--- src/rtl/errstat_pkg.sv ---
package errstat_pkg;
   localparam int STAT_W      = 32;
   localparam int MAX_MASTERS = 16;

   typedef enum logic [1:0] {
      SEL_DETECT = 2'd0,
      SEL_OWNER  = 2'd1,
      SEL_RDFLAG = 2'd2,
      SEL_LOCK   = 2'd3
   } stat_sel_e;
endpackage

--- src/rtl/errstat_event_dec.sv ---
module errstat_event_dec
   import errstat_pkg::*;
#(
   parameter int N     = 6,
   parameter int IDX_W = 3
) (
   input  logic             ev_valid,
   input  logic [IDX_W-1:0] ev_master,
   input  logic             wr_en,
   input  logic [1:0]       wr_sel,
   input  logic [N-1:0]     wr_bits,
   output logic [N-1:0]     hit,
   output logic [N-1:0]     clr
);
   logic clr_en;
   assign clr_en = wr_en && (stat_sel_e'(wr_sel) == SEL_DETECT);

   for (genvar g = 0; g < N; g++) begin : g_dec
      assign hit[g] = ev_valid && (ev_master == IDX_W'(g));
      assign clr[g] = clr_en && wr_bits[g];
   end
endmodule

--- src/rtl/errstat_slice.sv ---
module errstat_slice (
   input  logic clk,
   input  logic rst_n,
   input  logic soft_rst,
   input  logic hit_i,
   input  logic clr_i,
   input  logic cap_i,
   input  logic rd_i,
   input  logic lk_i,
   output logic det_o,
   output logic own_o,
   output logic rnw_o,
   output logic lck_o
);
   logic det_q, own_q, rnw_q, lck_q;

   always_ff @(posedge clk or negedge rst_n) begin
      if (!rst_n) begin
         det_q <= 1'b0;
         own_q <= 1'b0;
         rnw_q <= 1'b0;
         lck_q <= 1'b0;
      end else if (soft_rst) begin
         det_q <= 1'b0;
         own_q <= 1'b0;
         rnw_q <= 1'b0;
         lck_q <= 1'b0;
      end else begin
         det_q <= hit_i | (det_q & ~clr_i);
         rnw_q <= hit_i ? rd_i : (rnw_q & ~clr_i);
         if (cap_i) begin
            own_q <= hit_i;
            lck_q <= hit_i & lk_i;
         end else begin
            own_q <= own_q & ~clr_i;
            lck_q <= lck_q & ~clr_i;
         end
      end
   end

   assign det_o = det_q;
   assign own_o = own_q;
   assign rnw_o = rnw_q;
   assign lck_o = lck_q;

   AST_CLEAR_TAKES: assert property (@(posedge clk) disable iff (!rst_n)
      (clr_i && !hit_i) |=> !det_q);

   AST_HIT_WINS: assert property (@(posedge clk) disable iff (!rst_n)
      (hit_i && !soft_rst) |=> (det_q && (rnw_q == $past(rd_i))));
endmodule

--- src/rtl/errstat_capture.sv ---
module errstat_capture #(
   parameter int ADDR_W = 32,
   parameter int BE_W   = 4
) (
   input  logic              clk,
   input  logic              rst_n,
   input  logic              soft_rst,
   input  logic              load,
   input  logic [ADDR_W-1:0] addr_i,
   input  logic [BE_W-1:0]   be_i,
   output logic [ADDR_W-1:0] addr_o,
   output logic [BE_W-1:0]   be_o
);
   always_ff @(posedge clk or negedge rst_n) begin
      if (!rst_n) begin
         addr_o <= '0;
         be_o   <= '0;
      end else if (soft_rst) begin
         addr_o <= '0;
         be_o   <= '0;
      end else if (load) begin
         addr_o <= addr_i;
         be_o   <= be_i;
      end
   end
endmodule

--- src/rtl/errstat_bank.sv ---
module errstat_bank
   import errstat_pkg::*;
#(
   parameter int N      = 6,
   parameter int ADDR_W = 32,
   parameter int BE_W   = 4,
   localparam int IDX_W = (N > 1) ? $clog2(N) : 1
) (
   input  logic              clk,
   input  logic              rst_n,
   input  logic              soft_rst,
   input  logic              err_valid,
   input  logic [IDX_W-1:0]  err_master,
   input  logic [ADDR_W-1:0] err_addr,
   input  logic [BE_W-1:0]   err_be,
   input  logic              err_read,
   input  logic              err_lock,
   input  logic [1:0]        reg_addr,
   input  logic              reg_wr,
   input  logic [31:0]       reg_wdata,
   output logic [31:0]       reg_rdata,
   output logic [ADDR_W-1:0] cap_addr,
   output logic [BE_W-1:0]   cap_be,
   output logic              cap_locked
);
   if (N < 1 || N > MAX_MASTERS) begin : g_bad_n
      $error("errstat_bank: N must lie in 1..16");
   end
   if (ADDR_W < 1 || BE_W < 1) begin : g_bad_w
      $error("errstat_bank: ADDR_W and BE_W must be positive");
   end

   logic [N-1:0] hit, clr;
   logic [N-1:0] det_w, own_w, rnw_w, lck_w;
   logic         cap_now;

   errstat_event_dec #(.N(N), .IDX_W(IDX_W)) u_dec (
      .ev_valid  (err_valid),
      .ev_master (err_master),
      .wr_en     (reg_wr),
      .wr_sel    (reg_addr),
      .wr_bits   (reg_wdata[N-1:0]),
      .hit       (hit),
      .clr       (clr)
   );

   // lock state taken at the start of the cycle decides capture
   assign cap_locked = |lck_w;
   assign cap_now    = (|hit) && !cap_locked;

   for (genvar m = 0; m < N; m++) begin : g_master
      errstat_slice u_slice (
         .clk      (clk),
         .rst_n    (rst_n),
         .soft_rst (soft_rst),
         .hit_i    (hit[m]),
         .clr_i    (clr[m]),
         .cap_i    (cap_now),
         .rd_i     (err_read),
         .lk_i     (err_lock),
         .det_o    (det_w[m]),
         .own_o    (own_w[m]),
         .rnw_o    (rnw_w[m]),
         .lck_o    (lck_w[m])
      );
   end

   errstat_capture #(.ADDR_W(ADDR_W), .BE_W(BE_W)) u_cap (
      .clk      (clk),
      .rst_n    (rst_n),
      .soft_rst (soft_rst),
      .load     (cap_now),
      .addr_i   (err_addr),
      .be_i     (err_be),
      .addr_o   (cap_addr),
      .be_o     (cap_be)
   );

   always_comb begin
      reg_rdata = '0;
      unique case (stat_sel_e'(reg_addr))
         SEL_DETECT: reg_rdata[N-1:0] = det_w;
         SEL_OWNER:  reg_rdata[N-1:0] = own_w;
         SEL_RDFLAG: reg_rdata[N-1:0] = rnw_w;
         SEL_LOCK:   reg_rdata[N-1:0] = lck_w;
      endcase
   end

   AST_OWNER_ONEHOT: assert property (@(posedge clk) disable iff (!rst_n)
      $onehot0(own_w));

   AST_LOCK_OWNS: assert property (@(posedge clk) disable iff (!rst_n)
      ((lck_w & ~own_w) == '0));

   AST_STATUS_NEEDS_DETECT: assert property (@(posedge clk) disable iff (!rst_n)
      (((own_w | rnw_w | lck_w) & ~det_w) == '0));

   AST_CAPTURE_FROZEN: assert property (@(posedge clk) disable iff (!rst_n)
      (cap_locked && !soft_rst) |=> ($stable(cap_addr) && $stable(cap_be)));

   AST_SOFT_CLEARS: assert property (@(posedge clk) disable iff (!rst_n)
      soft_rst |=> (det_w == '0 && !cap_locked));

   AST_EVENT_SETS: assert property (@(posedge clk) disable iff (!rst_n)
      (err_valid && !soft_rst && (32'(err_master) < N))
      |=> (|(det_w >> $past(err_master))));
endmodule

--- config.mk ---
export PLATFORM = sky130hd
export DESIGN_NAME = errstat_bank
export DESIGN_NICKNAME = d
export VERILOG_FILES = /design/src/rtl/errstat_pkg.sv /design/src/rtl/errstat_event_dec.sv /design/src/rtl/errstat_slice.sv /design/src/rtl/errstat_capture.sv /design/src/rtl/errstat_bank.sv
export SDC_FILE = /design/constraint.sdc
export NUM_CORES = 1
export LEC_CHECK = 0
export ABC_AREA = 1
export BUFFER_PORTS_ARGS = -buffer_cell sky130_fd_sc_hd__buf_4
export CAP_MARGIN = 5
export CELL_PAD_IN_SITES_DETAIL_PLACEMENT = 0
export CELL_PAD_IN_SITES_GLOBAL_PLACEMENT = 1
export CORE_MARGIN = 2
export CORE_UTILIZATION = 33
export DETAILED_ROUTE_END_ITERATION = 10
export PLACE_DENSITY = 0.8
export SLEW_MARGIN = 10
export SYNTH_ARGS = -nofsm -noshare
export SYNTH_HDL_FRONTEND = slang
export SYNTH_SLANG_ARGS = --single-unit
export TNS_END_PERCENT = 20
--- constraint.sdc ---
create_clock -name clk -period 1.4 [get_ports clk]
set_input_delay 0.07 -clock clk [delete_from_list [all_inputs] [get_ports clk]]
set_output_delay 0.07 -clock clk [all_outputs]
set_load 0.005 [all_outputs]
## Yosys cells after proc, flatten, opt, wreduce, memory -nomap -nowiden

Cells that the tools add are included.
W data, S select, Z words.

| word-level totals | value |
|---|---|
| bits in registers | 60 |
| output and inout bits | 69 |
| logic and storage cells | 143 |

| operators by class | value |
|---|---|
| eq/ne operators | 8 |
| mux-type cells | 47 |
| bitwise operators | 42 |
| reduce and logical (&&, ||, !) cells | 20 |

Operators with widths:

| cell | count |
|---|---|
| $mux W32 | 2 |
| $mux W1 | 42 |
| $and A1 B1 Y1 | 30 |
| $pmux W6 S4 | 1 |
| $logic_and A1 B1 Y1 | 14 |
| $reduce_or A6 Y1 | 2 |
| $mux W4 | 2 |
| $eq A3 B2 Y1 const B | 2 |
| $eq A3 B3 Y1 const B | 2 |
| $not A1 Y1 | 6 |
| $or A1 B1 Y1 | 6 |
| $eq A2 B2 Y1 const B | 2 |
| $eq A3 B1 Y1 const B | 1 |
| $logic_not A3 Y1 | 1 |
| $eq A2 B1 Y1 const B | 1 |
| $logic_not A2 Y1 | 1 |
| $reduce_bool A2 Y1 | 1 |
| $logic_not A1 Y1 | 1 |

## Longest topological paths before layout

Gate-level depths: netlist of run 1.

| depth | value |
|---|---|
| depth in word-level cells | 7 |
| depth in mapped cells | 8 |
| depth with buffers taken out | 6 |

## By module

A second synthesis of run 1 with hierarchy kept.

| unflattened totals | value |
|---|---|
| cell total of the unflattened synthesis | 382 |
| area, all modules | 3,150.5 um2 |

By module, submodules not included:

| module | times used | cells an instance | area each (um2) | sequential area each (um2) |
|---|---|---|---|---|
| errstat_capture | 1 | 156 | 1,526.5 | 900.9 |
| errstat_slice | 6 | 21 | 181.4 | 100.1 |
| errstat_bank | 1 | 72 | 426.7 | 0.0 |
| errstat_event_dec | 1 | 28 | 108.9 | 0.0 |

## Least setup slack after synthesis of run 1

OpenSTA, ideal clock, no wires.

| timing | value |
|---|---|
| path kind | reg-to-reg |
| start | register g_master[0].u_slice.lck_q |
| end | register g_master[1].u_slice.own_q |
| library setup time | 117 ps |
| arrival time | 1,097 ps |
| slack | 186 ps |
| stages on the path, launching flop included | 9 |
| period minus slack after synthesis | 1,214 ps |
| cell sequence | dfrtp_1 > nor2_2 > nand3_2 > inv_2 > nand2_2 > buf_6 > buf_6 > nand3_1 > nand2_1 |

| between the ends | value |
|---|---|
| longest elaborated chain between the ends | 5 |

Ends and longest elaborated chain:

| item | line | RTL |
|---|---|---|
| start, declared | errstat_slice.sv:15 | `logic det_q, own_q, rnw_q, lck_q;` |
| start signal, assigned | errstat_slice.sv:33 | `lck_q <= hit_i & lk_i;` |
| start signal, assigned | errstat_slice.sv:36 | `lck_q <= lck_q & ~clr_i;` |
| $reduce_or A6 Y1 | errstat_bank.sv:48 | `assign cap_locked = \|lck_w;` |
| via cap_locked | errstat_bank.sv:24 | `output logic cap_locked` |
| $logic_not A1 Y1 | errstat_bank.sv:49 | `assign cap_now = (\|hit) && !cap_locked;` |
| $logic_and A1 B1 Y1 | errstat_bank.sv:49 |  |
| $mux W1 | errstat_slice.sv:31 | `if (cap_i) begin` |
| $mux W1 | errstat_slice.sv:23 | `end else if (soft_rst) begin` |
| end signal, assigned | errstat_slice.sv:32 | `own_q <= hit_i;` |
| end signal, assigned | errstat_slice.sv:35 | `own_q <= own_q & ~clr_i;` |
| end, declared | errstat_slice.sv:15 |  |

The timed path passes the listed nets, and every way through them passes these cells.
A chain may end at the register's enable or synchronous reset.

## Worst setup path in the final report of run 1

| timing | value |
|---|---|
| start | register g_master[2].u_slice.lck_q |
| end | register u_cap.addr_o[12] |

| between the ends | value |
|---|---|
| longest elaborated chain between the ends | 4 |

Ends and longest elaborated chain:

| item | line | RTL |
|---|---|---|
| start, declared | errstat_slice.sv:15 |  |
| start signal, assigned | errstat_slice.sv:33 |  |
| start signal, assigned | errstat_slice.sv:36 |  |
| $reduce_or A6 Y1 | errstat_bank.sv:48 |  |
| $logic_not A1 Y1 | errstat_bank.sv:49 |  |
| $logic_and A1 B1 Y1 | errstat_bank.sv:49 |  |
| $reduce_bool A2 Y1 (no line) | -- |  |
| end signal, assigned | errstat_capture.sv:22 | `addr_o <= addr_i;` |
| end, declared | errstat_capture.sv:11 | `output logic [ADDR_W-1:0] addr_o,` |

Every way passes these cells.

==> results of run 1 <==
-- area by class of cell --
class | count | area, µm² | share of cell area, %
Clock inverter | 4 | 95.1 | 1.98
Tap cell | 133 | 166 | 3.47
Inverter | 31 | 118 | 2.45
Timing Repair Buffer | 151 | 1360 | 28.3
Multi-Input combinational cell | 276 | 1410 | 29.3
Clock buffer | 12 | 155 | 3.23
Sequential cell | 60 | 1500 | 31.3
-- flip-flops by register name, summed over array words and instances, names as in the netlist --
signal	cells
u_cap.addr_o	32
g_master.u_slice.det_o	6
g_master.u_slice.own_o	6
g_master.u_slice.rnw_o	6
g_master.u_slice.lck_o	6
u_cap.be_o	4
-- cells by family (layout without fill, tap and decap cells) --
| family | count (synthesis) | after routing | share of synthesized area [%] |
|---|---|---|---|
| AOI/OAI and AO/OA | 18 | 18 | 3.03 |
| other | 1 | 26 | 0.117 |
| DFF | 60 | 60 | 46.7 |
| buffers and inverters | 79 | 198 | 14.9 |
| and+or+nand+nor | 232 | 232 | 35.3 |
-- worst paths after layout --
kind | slack (ns) | start | end | cells after the start
setup / recovery | -0.02 | g_master[2].u_slice.lck_o$_DFF_PN0_ | u_cap.addr_o[12]$_DFFE_PN0P_ | 7
hold / removal | 0.06 | err_read | g_master[2].u_slice.rnw_o$_DFF_PN0_ | 3
setup reg to reg | -0.02 | g_master[2].u_slice.lck_o$_DFF_PN0_ | u_cap.addr_o[12]$_DFFE_PN0P_ | 7
hold reg to reg | 0.51 | u_cap.addr_o[14]$_DFFE_PN0P_ | u_cap.addr_o[14]$_DFFE_PN0P_ | 2
max in group asynchronous | 0.68 | rst_n | g_master[5].u_slice.rnw_o$_DFF_PN0_ | 3
min in group asynchronous | 0.21 | rst_n | u_cap.addr_o[18]$_DFFE_PN0P_ | 2
-- critical path, delay by kind of cell, from the launching register on --
kind	cells	cell delay [ns]
buffers and inverters	2	0.32
DFF	1	0.41
and+or+nand+nor	5	0.63
-- what timing repair did --
| item | in CTS | in global routing |
|---|---|---|
| resized for setup | 0 | 17 |
| buffers inserted | 0 | 2 |
| endpoints found under the hold margin | 70 | 0 |
| hold buffers | 38 | 0 |
| endpoints found under the setup margin | 0 | 42 |
-- cells in the final DEF, fill, tap and decap left out, types with 2 or more instances in the layout --
master	count
a21oi_1	11
buf_12	6
buf_4	103
bufinv_16	3
clkbuf_16	3
clkbuf_8	11
clkinv_2	2
conb_1	26
dfrtp_1	60
dlygate4sd3_1	38
inv_1	29
nand2_1	94
nand2_2	6
nand3_1	74
nand3_2	27
nand3_4	2
nand4_1	6
nor2_1	19
nor2_2	2
nor2_4	2
o2111ai_1	2
o21ai_0	5
-- per-stage QoR --
step / setup TNS, ns / std cells
2_1_floorplan: 0 / 415
3_3_place_gp: 0 / 607
3_5_place_dp: 0 / 607
4_1_cts: 0 / 661
5_1_grt: -2.21 / 667
6_report: -0.0742 / 667
-- layer usage --
layer	wire, µm	part of all wire, %	track usage [%]	up-vias
met5	0	0	0	-
met3	640	6.9	5.56	4
met1	4020	43	23.1	1413
met4	34	0.37	4.45	0
met2	4580	49	26.7	98
li1	-	-	-	1489
-- power by group --
part	switching, mW	internal (mW)	total, mW	leakage, nW
Combinational	0.400	0.408	0.808	1.66
Sequential	0.0464	1.81	1.86	0.816
Clock	0.689	1.28	1.97	0.127
Total	1.14	3.50	4.63	2.61
==> results.json, run 1 <==
{
  "power_density_nw_per_um2": 965,
  "fin_util_pct": 50.0,
  "crit_required_ns": 1.67,
  "critPathSlowestCell": "dfrtp_1",
  "gp_congestion": 0.787,
  "layout_worst_path_cycle_share_pct": 101,
  "layout-drive-gt1-share_pct": 31.6,
  "cts_tree": "yes",
  "clock_sinks": 60,
  "synthFlopType": "dfrtp_1",
  "die_h_um": 103,
  "route.vias.total": 3004,
  "synthCells": 390,
  "cellLeakagePower_nw": 2.61,
  "root_buffer": "clkbuf_8",
  "n_fill_cell": 914,
  "pin_count": 149,
  "violations": "setup timing",
  "clk-insertion-delay-late_ns": 0.33,
  "fp-row-count": 36,
  "hold_viol": 0,
  "drtAntennaViolNets": 0,
  "hpwlAfterDp_um": 5530,
  "netlist_area_um2": 3220,
  "gr-total-overflow": 0,
  "synthTopCellsByArea": "dfrtp_1 47%, nand3_1 13%, nand2_1 12%, buf_4 6.5%, nand3_2 6.5%",
  "synthArstFlopShare_pct": 100,
  "setup_slack_ns": -0.0173,
  "avgSynthCellArea_um2": 8.25,
  "fin_area_um2": 4800,
  "rsz0062_at_grt": "true",
  "synth_seq_cells": 60,
  "grtUsageTotal_pct": 17.1,
  "vias_per_cell": 4.50,
  "nets": 609,
  "io_buffers": 96,
  "end_kind": "register",
  "antenna-diode-count": 0,
  "grt_max_degree": 54,
  "cap_violations": 0,
  "antenna_found_initial": 0,
  "cts-buffers-inserted": 9,
  "clk_pin_slew_worst_paths_ns": 0.07,
  "max-vdd-ir-drop_mv": 0.563,
  "dr.first_iter.drc_count": 170,
  "synth.distinct_cells": 20,
  "dieWidth_um": 103,
  "slowest_delay_ns": 0.41,
  "status": "finished, violations left",
  "pre_cts_slack_ns": 0.0371,
  "core_area_um2": 9590,
  "cts_max_path_buffers": 2,
  "hold_class": "in2reg",
  "die_area_um2": 10600,
  "drt-total-wl_um": 9280,
  "hold_ws_ns": 0.0618,
  "synth-edff-count": 0,
  "cp_max_fo": 9,
  "grt_pass1_vias": 2846,
  "drv_slew": 0,
  "path_class": "reg2reg",
  "drc_errors": 0,
  "grt_pass1_wl_um": 14000,
  "arrival_ns": 1.69,
  "synth_most_common_cell": "nand2_1",
  "synth-seq-area-share_pct": 46.7,
  "dpl_cell_area_um2": 3980,
  "dr.pass1.iters": 4,
  "synthTopCellsByCount": "99 x nand2_1, 82 x nand3_1, 60 x dfrtp_1",
  "power_mw": 4.63,
  "wl_per_cell_um": 13.9,
  "netlist.area_leader.share_pct": 46.7,
  "path_cells": "nor2_2, nand3_4, nor2_4, buf_12, clkbuf_16, nand3_1, nand2_1",
  "fmax_mhz": 706,
  "start_util_pct": 33.5,
  "period_needed_ns": 1.42,
  "yosysWarningCount": 0,
  "synth_top_area_cell": "dfrtp_1",
  "htreeDepth": 3,
  "skew_ns": 0.00985,
  "setup_viol": 9,
  "syn_to_final_growth_pct": 49.2,
  "critPathLaunchType": "register"
}
Power figures use the tool's default switching activity.
==> run 2, diff against run 1 <==
==> constraint.sdc (replaced) <==
create_clock -name clk -period 1.4 [get_ports clk]
set_input_delay 0.14 -clock clk [delete_from_list [all_inputs] [get_ports clk]]
set_output_delay 0.14 -clock clk [all_outputs]
set_load 0.005 [all_outputs]
==> run 2 against run 1 <==
Sequential cell count is the same. The run now ends clean. Worst hold slack lost 0.042 ns. Critical endpoint is now g_master[1].u_slice.lck_o$_DFF_PN0_. Largest power group is now sequential cells. Register-to-register slack gained 0.04 ns. Die area is the same. Clock skew shrank 0.0033 ns.
==> results.json, run 2 (same netlist as run 1, synthesis figures left out) <==
{
  "r2r_cells": 7,
  "rsz0062_at_grt": "true",
  "hold_ws_ns": 0.0199,
  "tns_ns": 0,
  "layout_worst_path_cycle_share_pct": 98.6,
  "root_buffer": "clkbuf_8",
  "die_area_um2": 10600,
  "grtUsageTotal_pct": 15.9,
  "cp-startpoint": "g_master[0].u_slice.lck_o$_DFF_PN0_",
  "layout_commonest_cell": "buf_4",
  "power_mw": 4.10,
  "cellLeakagePower_nw": 2.43,
  "drc_errors": 0,
  "dr.pass1.iters": 4,
  "place_inst": 608,
  "period_needed_ns": 1.38,
  "cap_violations": 0,
  "htreeDepth": 3,
  "fin_area_um2": 4330,
  "layout-drive-gt1-share_pct": 31.3,
  "io_buffers": 96,
  "reg2reg_setup_slack_ns": 0.02,
  "power_density_nw_per_um2": 945,
  "endpoint": "g_master[1].u_slice.lck_o$_DFF_PN0_",
  "end_kind": "register",
  "drtAntennaViolNets": 0,
  "die_h_um": 103,
  "core_area_um2": 9590,
  "cts_max_path_buffers": 2,
  "max-vdd-ir-drop_mv": 0.497,
  "final_cell_mix": "103 x buf_4, 98 x nand2_1, 82 x nand3_1",
  "antenna_found_initial": 0,
  "route.vias.total": 2861,
  "largest_reg_flops": 32,
  "cp_max_fo": 9,
  "fp-row-count": 36,
  "cts-buffers-inserted": 9,
  "start_util_pct": 33.5,
  "hold_class": "in2reg",
  "fin_util_pct": 45.2,
  "n_fill_cell": 956,
  "drt-total-wl_um": 8560,
  "pre_cts_slack_ns": 0.0821,
  "hpwlAfterDp_um": 5590,
  "syn_to_final_growth_pct": 34.7,
  "vias_per_cell": 4.53,
  "setup_viol": 0,
  "arrival_ns": 1.66,
  "skew_ns": 0.00655,
  "path_class": "reg2reg",
  "worstHoldPathCells": 3,
  "status": "finished, final reports clean",
  "gp_congestion": 0.734,
  "clk_pin_slew_worst_paths_ns": 0.06,
  "grt_pass1_vias": 2618,
  "wl_per_cell_um": 13.6,
  "timing.rr.end": "g_master[1].u_slice.lck_o$_DFF_PN0_",
  "hold_viol": 0,
  "slowest_delay_ns": 0.41,
  "fin_cells": 631,
  "critPathSlowestCell": "dfrtp_1",
  "nets": 574,
  "regMostFlops": "u_cap.addr_o",
  "crit_required_ns": 1.69,
  "clk-insertion-delay-late_ns": 0.34,
  "critPathLaunchType": "register",
  "antenna-diode-count": 0,
  "grt_max_degree": 61,
  "dpl_cell_area_um2": 4010,
  "dr.first_iter.drc_count": 151,
  "drv_slew": 0,
  "fmax_mhz": 725,
  "dieWidth_um": 103,
  "reg2reg_from": "g_master[0].u_slice.lck_o$_DFF_PN0_",
  "setup_slack_ns": 0.0202,
  "cts_tree": "yes",
  "gr-total-overflow": 0,
  "pin_count": 149,
  "grt_pass1_wl_um": 12900,
  "clock_sinks": 60,
  "path_cells": "nor2_2, nand3_4, nor2_4, buf_6, clkbuf_16, nand3_2, nand2_1"
}
## run 2: cell count changes in the layout (fill, tap and decap cells not counted), moves of 2 or more
| cell | delta |
|---|---|
| dlygate4sd3_1 | -37 |
| nand3_2 | -7 |
| nand2_2 | -4 |
| bufinv_16 | -2 |
| nand3_1 | +8 |
| nand2_1 | +4 |
| clkbuf_1 | +2 |
## run 2: layout make-up
cell class / count / area, µm² / share of cell area [%]
sequential: 60 / 1500 / 34.7
multi-input combinational: 276 / 1340 / 31.0
timing repair buffer: 116 / 1020 / 23.6
tap: 133 / 166 / 3.84
clock buffer: 13 / 149 / 3.44
inverter: 31 / 118 / 2.71
clock inverter: 2 / 35.0 / 0.809
## run 2: what timing repair did
action,4_1_cts,5_1_grt
buffers inserted,0,3
hold buffers,1,0
hold endpoints to repair,60,0
endpoints found under the setup margin,0,22
resized for setup,0,4
## run 2: worst min path at each step
stage,from,endpoint,slack (ns)
detailed placement,rst_n,u_cap.addr_o[16]$_DFFE_PN0P_,0.16
finish,err_addr[23],u_cap.addr_o[23]$_DFFE_PN0P_,0.02
global placement,rst_n,u_cap.addr_o[16]$_DFFE_PN0P_,0.16
CTS,err_addr[30],u_cap.addr_o[30]$_DFFE_PN0P_,0.01
floorplan,rst_n,g_master[0].u_slice.det_o$_DFF_PN0_,-0.16
global route,soft_rst,g_master[4].u_slice.det_o$_DFF_PN0_,0.01
## run 2: layer usage
metal	GRT usage (%)	part of all wire [%]	up-vias
met4	5.47	1.4	0
li1	-	-	1416
met2	23.0	45	91
met5	0	0	-
met1	22.0	45	1343
met3	5.90	8.3	11
## run 2: worst max-delay path, delay by kind of cell (launching register included)
kind          cells  cell delay, ns
flops             1            0.41
buf+inv           2            0.32
simple gates      5            0.58
## run 2: power by group
part	switching, mW	total (mW)	internal (mW)
Combinational	0.370	0.719	0.348
Sequential	0.0451	1.86	1.81
Clock	0.660	1.52	0.860
